### src/rtl/cot_pkg.sv
package cot_pkg;

    // Sequencer states; the comment gives the drive pattern (hs/ls).
    typedef enum logic [2:0] {
        ST_LS_ON    = 3'd0,  // 0/1 low side conducting, off time
        ST_IDLE     = 3'd1,  // 0/0 skipped after zero crossing
        ST_NEG_HOLD = 3'd2,  // 0/0 negative-limit hold
        ST_WAIT_LG  = 3'd3,  // 0/0 waiting for low gate to discharge
        ST_HS_ON    = 3'd4,  // 1/0 on-time running
        ST_WAIT_PH  = 3'd5,  // 0/0 waiting for switch node to fall
        ST_FAULT    = 3'd6   // 0/1 latched fault pattern
    } seq_state_e;

    // Digitised comparator results.
    typedef struct packed {
        logic fb_low;
        logic ilim_pos;
        logic ilim_neg;
        logic zero_x;
        logic phase_low;
        logic lgate_low;
    } cmp_bus_t;

    function automatic logic drives_hs(input seq_state_e s);
        return s == ST_HS_ON;
    endfunction

    function automatic logic drives_ls(input seq_state_e s);
        return (s == ST_LS_ON) || (s == ST_FAULT);
    endfunction

endpackage

### src/rtl/cot_interval_timer.sv
// Loadable down-counter. done is high while the count is zero.
module cot_interval_timer #(
    parameter int W = 8
) (
    input  logic         clk,
    input  logic         rst,
    input  logic         load,
    input  logic [W-1:0] load_val,
    output logic         done
);
    logic [W-1:0] cnt_q;

    always_ff @(posedge clk) begin
        if (rst) begin
            cnt_q <= '0;
        end else if (load) begin
            cnt_q <= load_val;
        end else if (cnt_q != '0) begin
            cnt_q <= cnt_q - W'(1);
        end
    end

    assign done = (cnt_q == '0);
endmodule

### src/rtl/cot_turnon_qual.sv
// Three-way qualification for a new high-side pulse.
module cot_turnon_qual
    import cot_pkg::*;
(
    input  cmp_bus_t cmp,
    input  logic     off_done,
    input  logic     fault_force,
    output logic     turn_on_ok
);
    always_comb begin
        turn_on_ok = cmp.fb_low && off_done && !cmp.ilim_pos && !fault_force;
    end
endmodule

### src/rtl/cot_seq_fsm.sv
// Switching state machine: on-time, off-time modes and interlocked handover.
module cot_seq_fsm
    import cot_pkg::*;
(
    input  logic       clk,
    input  logic       rst,
    input  cmp_bus_t   cmp,
    input  logic       trans_mode,
    input  logic       fault_force,
    input  logic       turn_on_ok,
    input  logic       ton_done,
    output seq_state_e state_q,
    output logic       ton_load,
    output logic       off_load
);
    seq_state_e state_d;

    always_comb begin
        state_d = state_q;
        case (state_q)
            ST_LS_ON: begin
                if (fault_force)                         state_d = ST_FAULT;
                else if (turn_on_ok)                     state_d = ST_WAIT_LG;
                else if (trans_mode && cmp.ilim_neg)     state_d = ST_NEG_HOLD;
                else if (!trans_mode && cmp.zero_x)      state_d = ST_IDLE;
            end
            ST_IDLE: begin
                if (fault_force)                         state_d = ST_FAULT;
                else if (turn_on_ok)                     state_d = ST_WAIT_LG;
            end
            ST_NEG_HOLD: begin
                if (fault_force)                         state_d = ST_FAULT;
                else if (ton_done)                       state_d = turn_on_ok ? ST_WAIT_LG : ST_WAIT_PH;
            end
            ST_WAIT_LG: begin
                if (fault_force)                         state_d = ST_FAULT;
                else if (cmp.lgate_low)                  state_d = ST_HS_ON;
            end
            ST_HS_ON: begin
                if (fault_force || ton_done)             state_d = ST_WAIT_PH;
            end
            ST_WAIT_PH: begin
                if (cmp.phase_low)                       state_d = fault_force ? ST_FAULT : ST_LS_ON;
            end
            ST_FAULT: begin
                if (!fault_force)                        state_d = ST_LS_ON;
            end
            default:                                     state_d = ST_FAULT;
        endcase
    end

    always_ff @(posedge clk) begin
        if (rst) state_q <= ST_LS_ON;
        else     state_q <= state_d;
    end

    always_comb begin
        ton_load = (state_q != ST_HS_ON    && state_d == ST_HS_ON) ||
                   (state_q != ST_NEG_HOLD && state_d == ST_NEG_HOLD);
        off_load = (state_q == ST_HS_ON) && (state_d != ST_HS_ON);
    end
endmodule

### src/rtl/cot_gate_drive.sv
// Decodes the sequencer state into the two switch commands.
module cot_gate_drive
    import cot_pkg::*;
(
    input  seq_state_e state,
    output logic       hs_en,
    output logic       ls_en
);
    always_comb begin
        hs_en = drives_hs(state);
        ls_en = drives_ls(state);
    end
endmodule

### src/rtl/cot_buck_sequencer.sv
module cot_buck_sequencer
    import cot_pkg::*;
#(
    parameter int TON_W    = 8,
    parameter int TOFF_MIN = 50
) (
    input  logic             clk,
    input  logic             rst,
    input  logic             fb_low,
    input  logic             ilim_pos,
    input  logic             ilim_neg,
    input  logic             zero_x,
    input  logic             phase_low,
    input  logic             lgate_low,
    input  logic [TON_W-1:0] ton_cycles,
    input  logic             trans_mode,
    input  logic             fault_force,
    output logic             hs_en,
    output logic             ls_en
);
    localparam int OFF_W = $clog2(TOFF_MIN + 1);

    cmp_bus_t         cmp;
    seq_state_e       state_q;
    logic             turn_on_ok;
    logic             ton_done;
    logic             off_done;
    logic             ton_load;
    logic             off_load;
    logic [TON_W-1:0] ton_reload;

    always_comb begin
        cmp.fb_low    = fb_low;
        cmp.ilim_pos  = ilim_pos;
        cmp.ilim_neg  = ilim_neg;
        cmp.zero_x    = zero_x;
        cmp.phase_low = phase_low;
        cmp.lgate_low = lgate_low;
        ton_reload    = (ton_cycles == '0) ? '0 : ton_cycles - TON_W'(1);
    end

    cot_interval_timer #(.W(TON_W)) u_ton_timer (
        .clk      (clk),
        .rst      (rst),
        .load     (ton_load),
        .load_val (ton_reload),
        .done     (ton_done)
    );

    cot_interval_timer #(.W(OFF_W)) u_off_timer (
        .clk      (clk),
        .rst      (rst),
        .load     (off_load),
        .load_val (OFF_W'(TOFF_MIN - 1)),
        .done     (off_done)
    );

    cot_turnon_qual u_qual (
        .cmp         (cmp),
        .off_done    (off_done),
        .fault_force (fault_force),
        .turn_on_ok  (turn_on_ok)
    );

    cot_seq_fsm u_fsm (
        .clk         (clk),
        .rst         (rst),
        .cmp         (cmp),
        .trans_mode  (trans_mode),
        .fault_force (fault_force),
        .turn_on_ok  (turn_on_ok),
        .ton_done    (ton_done),
        .state_q     (state_q),
        .ton_load    (ton_load),
        .off_load    (off_load)
    );

    cot_gate_drive u_drive (
        .state (state_q),
        .hs_en (hs_en),
        .ls_en (ls_en)
    );
endmodule

### config.mk
export PLATFORM = sky130hd
export DESIGN_NAME = cot_buck_sequencer
export DESIGN_NICKNAME = d
export VERILOG_FILES = /design/src/rtl/cot_pkg.sv /design/src/rtl/cot_interval_timer.sv /design/src/rtl/cot_turnon_qual.sv /design/src/rtl/cot_seq_fsm.sv /design/src/rtl/cot_gate_drive.sv /design/src/rtl/cot_buck_sequencer.sv
export SDC_FILE = /design/constraint.sdc
export NUM_CORES = 1
export LEC_CHECK = 0
export BUFFER_PORTS_ARGS = -buffer_cell sky130_fd_sc_hd__buf_4
export CAP_MARGIN = 30
export CORE_UTILIZATION = 60
export CTS_CLUSTER_SIZE = 14
export DETAILED_ROUTE_END_ITERATION = 10
export PLACE_DENSITY = 0.84
export SKIP_CTS_REPAIR_TIMING = 1
export SLEW_MARGIN = 0
export SYNTH_ARGS = -nofsm -noshare
export SYNTH_HDL_FRONTEND = slang
export SYNTH_SLANG_ARGS = --single-unit
### constraint.sdc
create_clock -name clk -period 3.9 [get_ports clk]
set_input_delay 0.78 -clock clk [delete_from_list [all_inputs] [get_ports clk]]
set_output_delay 0.78 -clock clk [all_outputs]
set_load 0.05 [all_outputs]
==> results of run 1 <==
-- report_power, final --
| part | internal [mW] | switching [mW] |
|---|---|---|
| registers | 0.240 | 0.0715 |
| logic | 0.306 | 0.294 |
| clock network | 0.0382 | 0.0549 |
| total | 0.585 | 0.420 |
-- sequential cells by signal, summed over array words and instances (netlist names) --
signal and cells:
u_ton_timer.cnt_q 8, u_off_timer.cnt_q 6, u_fsm.state_q 3
-- worst max-delay path by stage --
stage	start	endpoint	slack [ns]	depth (start not counted)
global placement	ton_cycles[0]	u_ton_timer.cnt_q[3]	0.98	8
CTS	u_ton_timer.cnt_q[0]	u_ton_timer.cnt_q[5]	1.25	8
global route	u_ton_timer.cnt_q[0]	u_ton_timer.cnt_q[5]	1.09	8
finish	ton_cycles[0]	u_ton_timer.cnt_q[3]	1.23	8
detailed placement	ton_cycles[0]	u_ton_timer.cnt_q[3]	0.96	8
floorplan	u_fsm.state_q[0]	u_ton_timer.cnt_q[0]	1.10	7
-- metal layers --
| metal | track usage [%] | wire length, microns | vias to the layer above |
|---|---|---|---|
| met1 | 31.1 | 1150 | 522 |
| met3 | 3.70 | 54 | 5 |
| li1 | - | - | 598 |
| met4 | 15.0 | 54 | 0 |
| met5 | 0 | 0 | - |
| met2 | 41.3 | 1220 | 20 |
-- cell type report --
type / count / area share, %
flip-flops and latches: 17 / 23.6
multi-input cells: 125 / 59.4
clock buffers: 3 / 1.56
well taps: 27 / 2.34
repair buffers: 19 / 9.90
inverters: 11 / 2.86
clock inverters: 1 / 0.347
-- worst max-delay path: stages --
cell and delay [ns]:
buf_4 0.13, inv_1 0.05, ha_1 0.17, inv_1 0.06, or4_1 0.47, o41ai_1 0.76, a21oi_1 0.13, mux2_4 0.31
-- metrics by stage --
step           util (%)  power (mW)  setup slack [ns]  hold slack [ns]
2_1_floorplan         -       0.824              1.10            0.508
3_3_place_gp       71.3       0.893             0.980            0.536
3_5_place_dp       71.3       0.909             0.964            0.551
4_1_cts            72.7        1.01              1.25            0.582
5_1_grt            72.7        1.10              1.09            0.622
6_report           72.7        1.00              1.23            0.571
-- cell families (layout without fill, tap and decap cells) --
kind of cell | count (synthesis) | after routing | synth area share [%]
compound gates | 36 | 36 | 19.4
xor+xnor | 13 | 13 | 8.87
fa+ha+maj | 4 | 4 | 3.90
buf+inv | 18 | 34 | 6.82
flops | 17 | 17 | 26.5
mux | 8 | 8 | 9.36
simple gates | 64 | 64 | 25.1
-- cells in the final DEF, fill, tap and decap left out, types with 2 or more instances in the layout --
cell,n
nor2b_1,3
inv_1,11
nor3_1,5
and2_1,2
a21oi_1,15
mux2_4,8
nand2b_1,2
buf_4,19
clkbuf_4,3
ha_1,4
or4_1,4
or3_1,2
o31ai_1,3
dfxtp_1,17
xnor2_1,11
nand2_1,15
xor2_1,2
o21ai_0,4
a221oi_1,2
nor2_1,20
nand3_1,3
==> metrics.yaml, run 1 <==
timing:
  setup_viol: 0
  hold_violations: 0
  finalCritPeriodShare_pct: 68.4
  grt_setup_unrepaired: "false"
  slew_violations: 0
  fin_crit_ns: 2.67
  skew_ns: 0.00854
  finalSetupTns_ns: 0
  max_freq_mhz: 375
  tightestPinTransition_ns: 0.896
  relSlewSlack_pct: 39.5
hold_path:
  min_to: "u_off_timer.cnt_q[3]"
  hold_depth: 2
  hp-start: "u_off_timer.cnt_q[3]"
  hold_class: "flip-flop to flip-flop"
routing:
  wl_microns: 2480
  drc: 0
  via_per_inst: 5.64
  ant_nets: 0
  drtPass1Iterations: 4
  vias: 1145
  first_iter_violations: 10
  avgRoutedWirePerCell_microns: 12.2
global_routing:
  grt_use_total_pct: 25.2
  grt-ovfl-total: 0
  grt_pass1_vias: 974
  grt_antenna_before_repair: 0
  grt_pass1_wl_microns: 4020
  grt_max_degree: 14
logic_synthesis:
  syn-num-nets: 182
  avgSynthCellArea_sq_um: 8.02
  synth_area_sq_um: 1280
  synth_edf_count: 0
  yosysUniqueCellTypes: 42
  synth_area_leader_cell: "dfxtp_1"
  synth.most_common_cell: "nor2_1"
  netlist_instances: 160
  synth-seq-cells: 17
  ys_top_cells_by_area: "dfxtp_1, mux2_4, xnor2_1"
  synth-async-reset-ratio_pct: 0
  synth_ff_type: "dfxtp_1"
  seq_area_frac_synth_pct: 26.5
  synth_common_cells: "nor2_1, dfxtp_1, a21oi_1, nand2_1"
  yosys.area.top_type_share_pct: 26.5
  yosysWarnings: 0
power:
  peakVddDrop_mv: 0.510
  cellPowerDensity_nw_per_um2: 697
  leakage_nw: 0.621
floorplan:
  die_h_microns: 48.3
  io_pins: 20
  rows: 16
  die_x_microns: 48.3
  initial_core_util_pct: 64.8
  core_area_sq_um: 1980
  dieArea_sq_um: 2330
critical_path:
  cp-end-kind: "flip-flop"
  reg2reg_depth: 8
  arrival_ns: 2.85
  reg2reg_to: "u_ton_timer.cnt_q[5]"
  required_ns: 4.08
  start_kind: "input pin"
  r2r_slack_ns: 1.24
  reg2reg_from: "u_ton_timer.cnt_q[0]"
  cp_max_fo: 6
  crit_type: "input pin to flip-flop"
job:
  maxCapViolCount: 0
cells_and_area:
  stdcell_area_sq_um: 1440
  multi_input_area_sq_um: 856
  fin_cells: 203
  fin_nets: 199
  seqCellArea_sq_um: 340
  syn_to_final_growth_pct: 12.3
  layout-drive-gt1-share_pct: 20.5
  diodes: 0
  fillerInstances: 163
placement:
  dp_hpwl_microns: 1950
  placed_cell_area_sq_um: 1410
  dp.cells: 199
  place_congestion: 0.841
  port_buffers: 19
cts:
  clockBufferDepth: 2
  tritoncts: "done"
  clkTransAtPathRegs_ns: 0.10
  numCtsBuffers: 3
  clk_latency_ns: 0.29
  cts.htree.levels: 1
  cts-root-buf: "clkbuf_4"
  clock-sinks: 17
run_status:
  outcome: "finished, final reports clean"
(Power assumes the default switching activity.)
==> inputs of run 2 (changes only) <==
Settings changed: CORE_UTILIZATION 60 to 50, PLACE_DENSITY 0.84 to 0.74.
Clock period 3.9 ns to 2.4 ns, I/O delays scaled along.
==> metrics.yaml, run 2 (synthesis results as in run 1) <==
run_status:
  outcome: "finished, violations left"
  violations: "negative setup slack"
critical_path:
  r2r_slack_ns: -0.004
  slowest_delay_ns: 0.37
  cp-end-kind: "flip-flop"
  required_ns: 2.59
  crit_type: "flip-flop to flip-flop"
  crit_slowest_cell: "or3b_4"
  reg2reg_to: "u_ton_timer.cnt_q[0]"
  reg2reg_depth: 10
  arrival_ns: 2.59
  reg2reg_from: "u_ton_timer.cnt_q[1]"
  timing.critical_path.cells: "inv_2, ha_4, or3b_4, buf_4, nor3_2, nand2_1, o21ai_0, o32a_4, buf_12, mux2_4"
  critPathCapture: "u_ton_timer.cnt_q[0]"
  cp_max_fo: 8
  start_kind: "flip-flop"
  crit_start: "u_ton_timer.cnt_q[1]"
floorplan:
  initial_core_util_pct: 55.4
  die_h_microns: 52.7
  rows: 17
  die_x_microns: 52.7
  core_area_sq_um: 2320
  dieArea_sq_um: 2770
  io_pins: 20
cells_and_area:
  diodes: 0
  final_common_cell: "buf_4"
  seqCellArea_sq_um: 343
  mostFrequentLayoutCells: "buf_4, nor2_1, nand2_1, a21oi_1, dfxtp_1"
  largest_reg_flops: 8
  top_register: "u_ton_timer.cnt_q"
  fillerInstances: 189
  multi_input_area_sq_um: 912
  fin_util_pct: 69.2
  top_regs: "u_ton_timer.cnt_q x8, u_off_timer.cnt_q x6, u_fsm.state_q x3"
  syn_to_final_growth_pct: 25.0
  layout-drive-gt1-share_pct: 30.3
  fin_nets: 211
routing:
  vias: 1220
  avgRoutedWirePerCell_microns: 13.7
  drtPass1Iterations: 4
  ant_nets: 0
  via_per_inst: 5.65
  first_iter_violations: 21
  wl_microns: 2950
  drc: 0
cts:
  clock-sinks: 17
  tritoncts: "done"
  clockBufferDepth: 2
  cts.htree.levels: 1
  cts-root-buf: "clkbuf_4"
  numCtsBuffers: 3
  clkTransAtPathRegs_ns: 0.10
  clk_latency_ns: 0.29
timing:
  finalCritPeriodShare_pct: 100
  hold_violations: 0
  skew_ns: 0.00337
  fin_ws_ns: -0.00414
  grt_setup_unrepaired: "true"
  relSlewSlack_pct: 60.1
  fin_crit_ns: 2.40
  slew_violations: 0
  max_freq_mhz: 416
  finalSetupTns_ns: -0.00414
  tightestPinTransition_ns: 0.592
  setup_viol: 1
global_routing:
  grt_pass1_vias: 1142
  grt_pass1_wl_microns: 4910
  grt_use_total_pct: 24.1
  grt_antenna_before_repair: 0
  grt_max_degree: 11
  grt-ovfl-total: 0
power:
  leakage_nw: 0.698
  cellPowerDensity_nw_per_um2: 1170
  peakVddDrop_mv: 0.864
placement:
  place_congestion: 0.890
  port_buffers: 19
  dp_hpwl_microns: 2260
  place_ws_ns: -0.0565
hold_path:
  hold_class: "input pin to flip-flop"
  hp-start: "rst"
job:
  maxCapViolCount: 0
[run 2: cell types whose count changed in the layout (fill, tap and decap cells not counted), moves of 2 or more]
cell     before  now
buf_4        19   30
dfxtp_1      17   15
dfxtp_2       0    2
inv_1        11    9
inv_2         0    2
[run 2: worst min path at each step]
| stage | slack (ns) | endpoint | depth (start not counted) |
|---|---|---|---|
| floorplan | 0.51 | u_off_timer.cnt_q[3] | 2 |
| global placement | 0.54 | u_off_timer.cnt_q[3] | 2 |
| detailed placement | 0.55 | u_off_timer.cnt_q[3] | 2 |
| CTS | 0.41 | u_off_timer.cnt_q[5] | 2 |
| global route | 0.40 | u_off_timer.cnt_q[4] | 2 |
| finish | 0.42 | u_off_timer.cnt_q[5] | 2 |
[run 2: stage by stage]
step | instances | hold slack, ns | area (sq um) | power (mW)
2_1_floorplan | 160 | 0.508 | 1300 | 1.36
3_3_place_gp | 210 | 0.541 | 1500 | 1.55
3_5_place_dp | 210 | 0.552 | 1500 | 1.59
4_1_cts | 214 | 0.409 | 1530 | 1.75
5_1_grt | 216 | 0.396 | 1600 | 2.02
6_report | 216 | 0.416 | 1600 | 1.88
[run 2: critical path: cells and delay by family (launching register included)]
family	cells	cell delay, ns
simple gates	3	0.65
mux	1	0.30
compound gates	2	0.54
buf+inv	3	0.35
fa+ha+maj	1	0.13
flops	1	0.34
[run 2: layer usage]
layer  part of all wire (%)  wire length, microns  global-route usage (%)
met1                     46                  1350                    28.9
met2                     49                  1450                    42.4
met3                    3.8                   111                    6.09
met4                    1.4                    40                    5.26
met5                      0                     0                       0
[run 2: layout make-up]
class	instances	area share, %
tap	28	2.18
multi-input combinational	125	56.9
clock buffer	3	1.40
clock inverter	1	0.312
timing repair buffer	31	15.3
sequential	17	21.4
inverter	11	2.57
[run 2: where the power goes]
group	total, mW	internal [mW]	switching (mW)
clock network	0.153	0.0621	0.0913
logic	1.22	0.646	0.577
registers	0.503	0.394	0.110
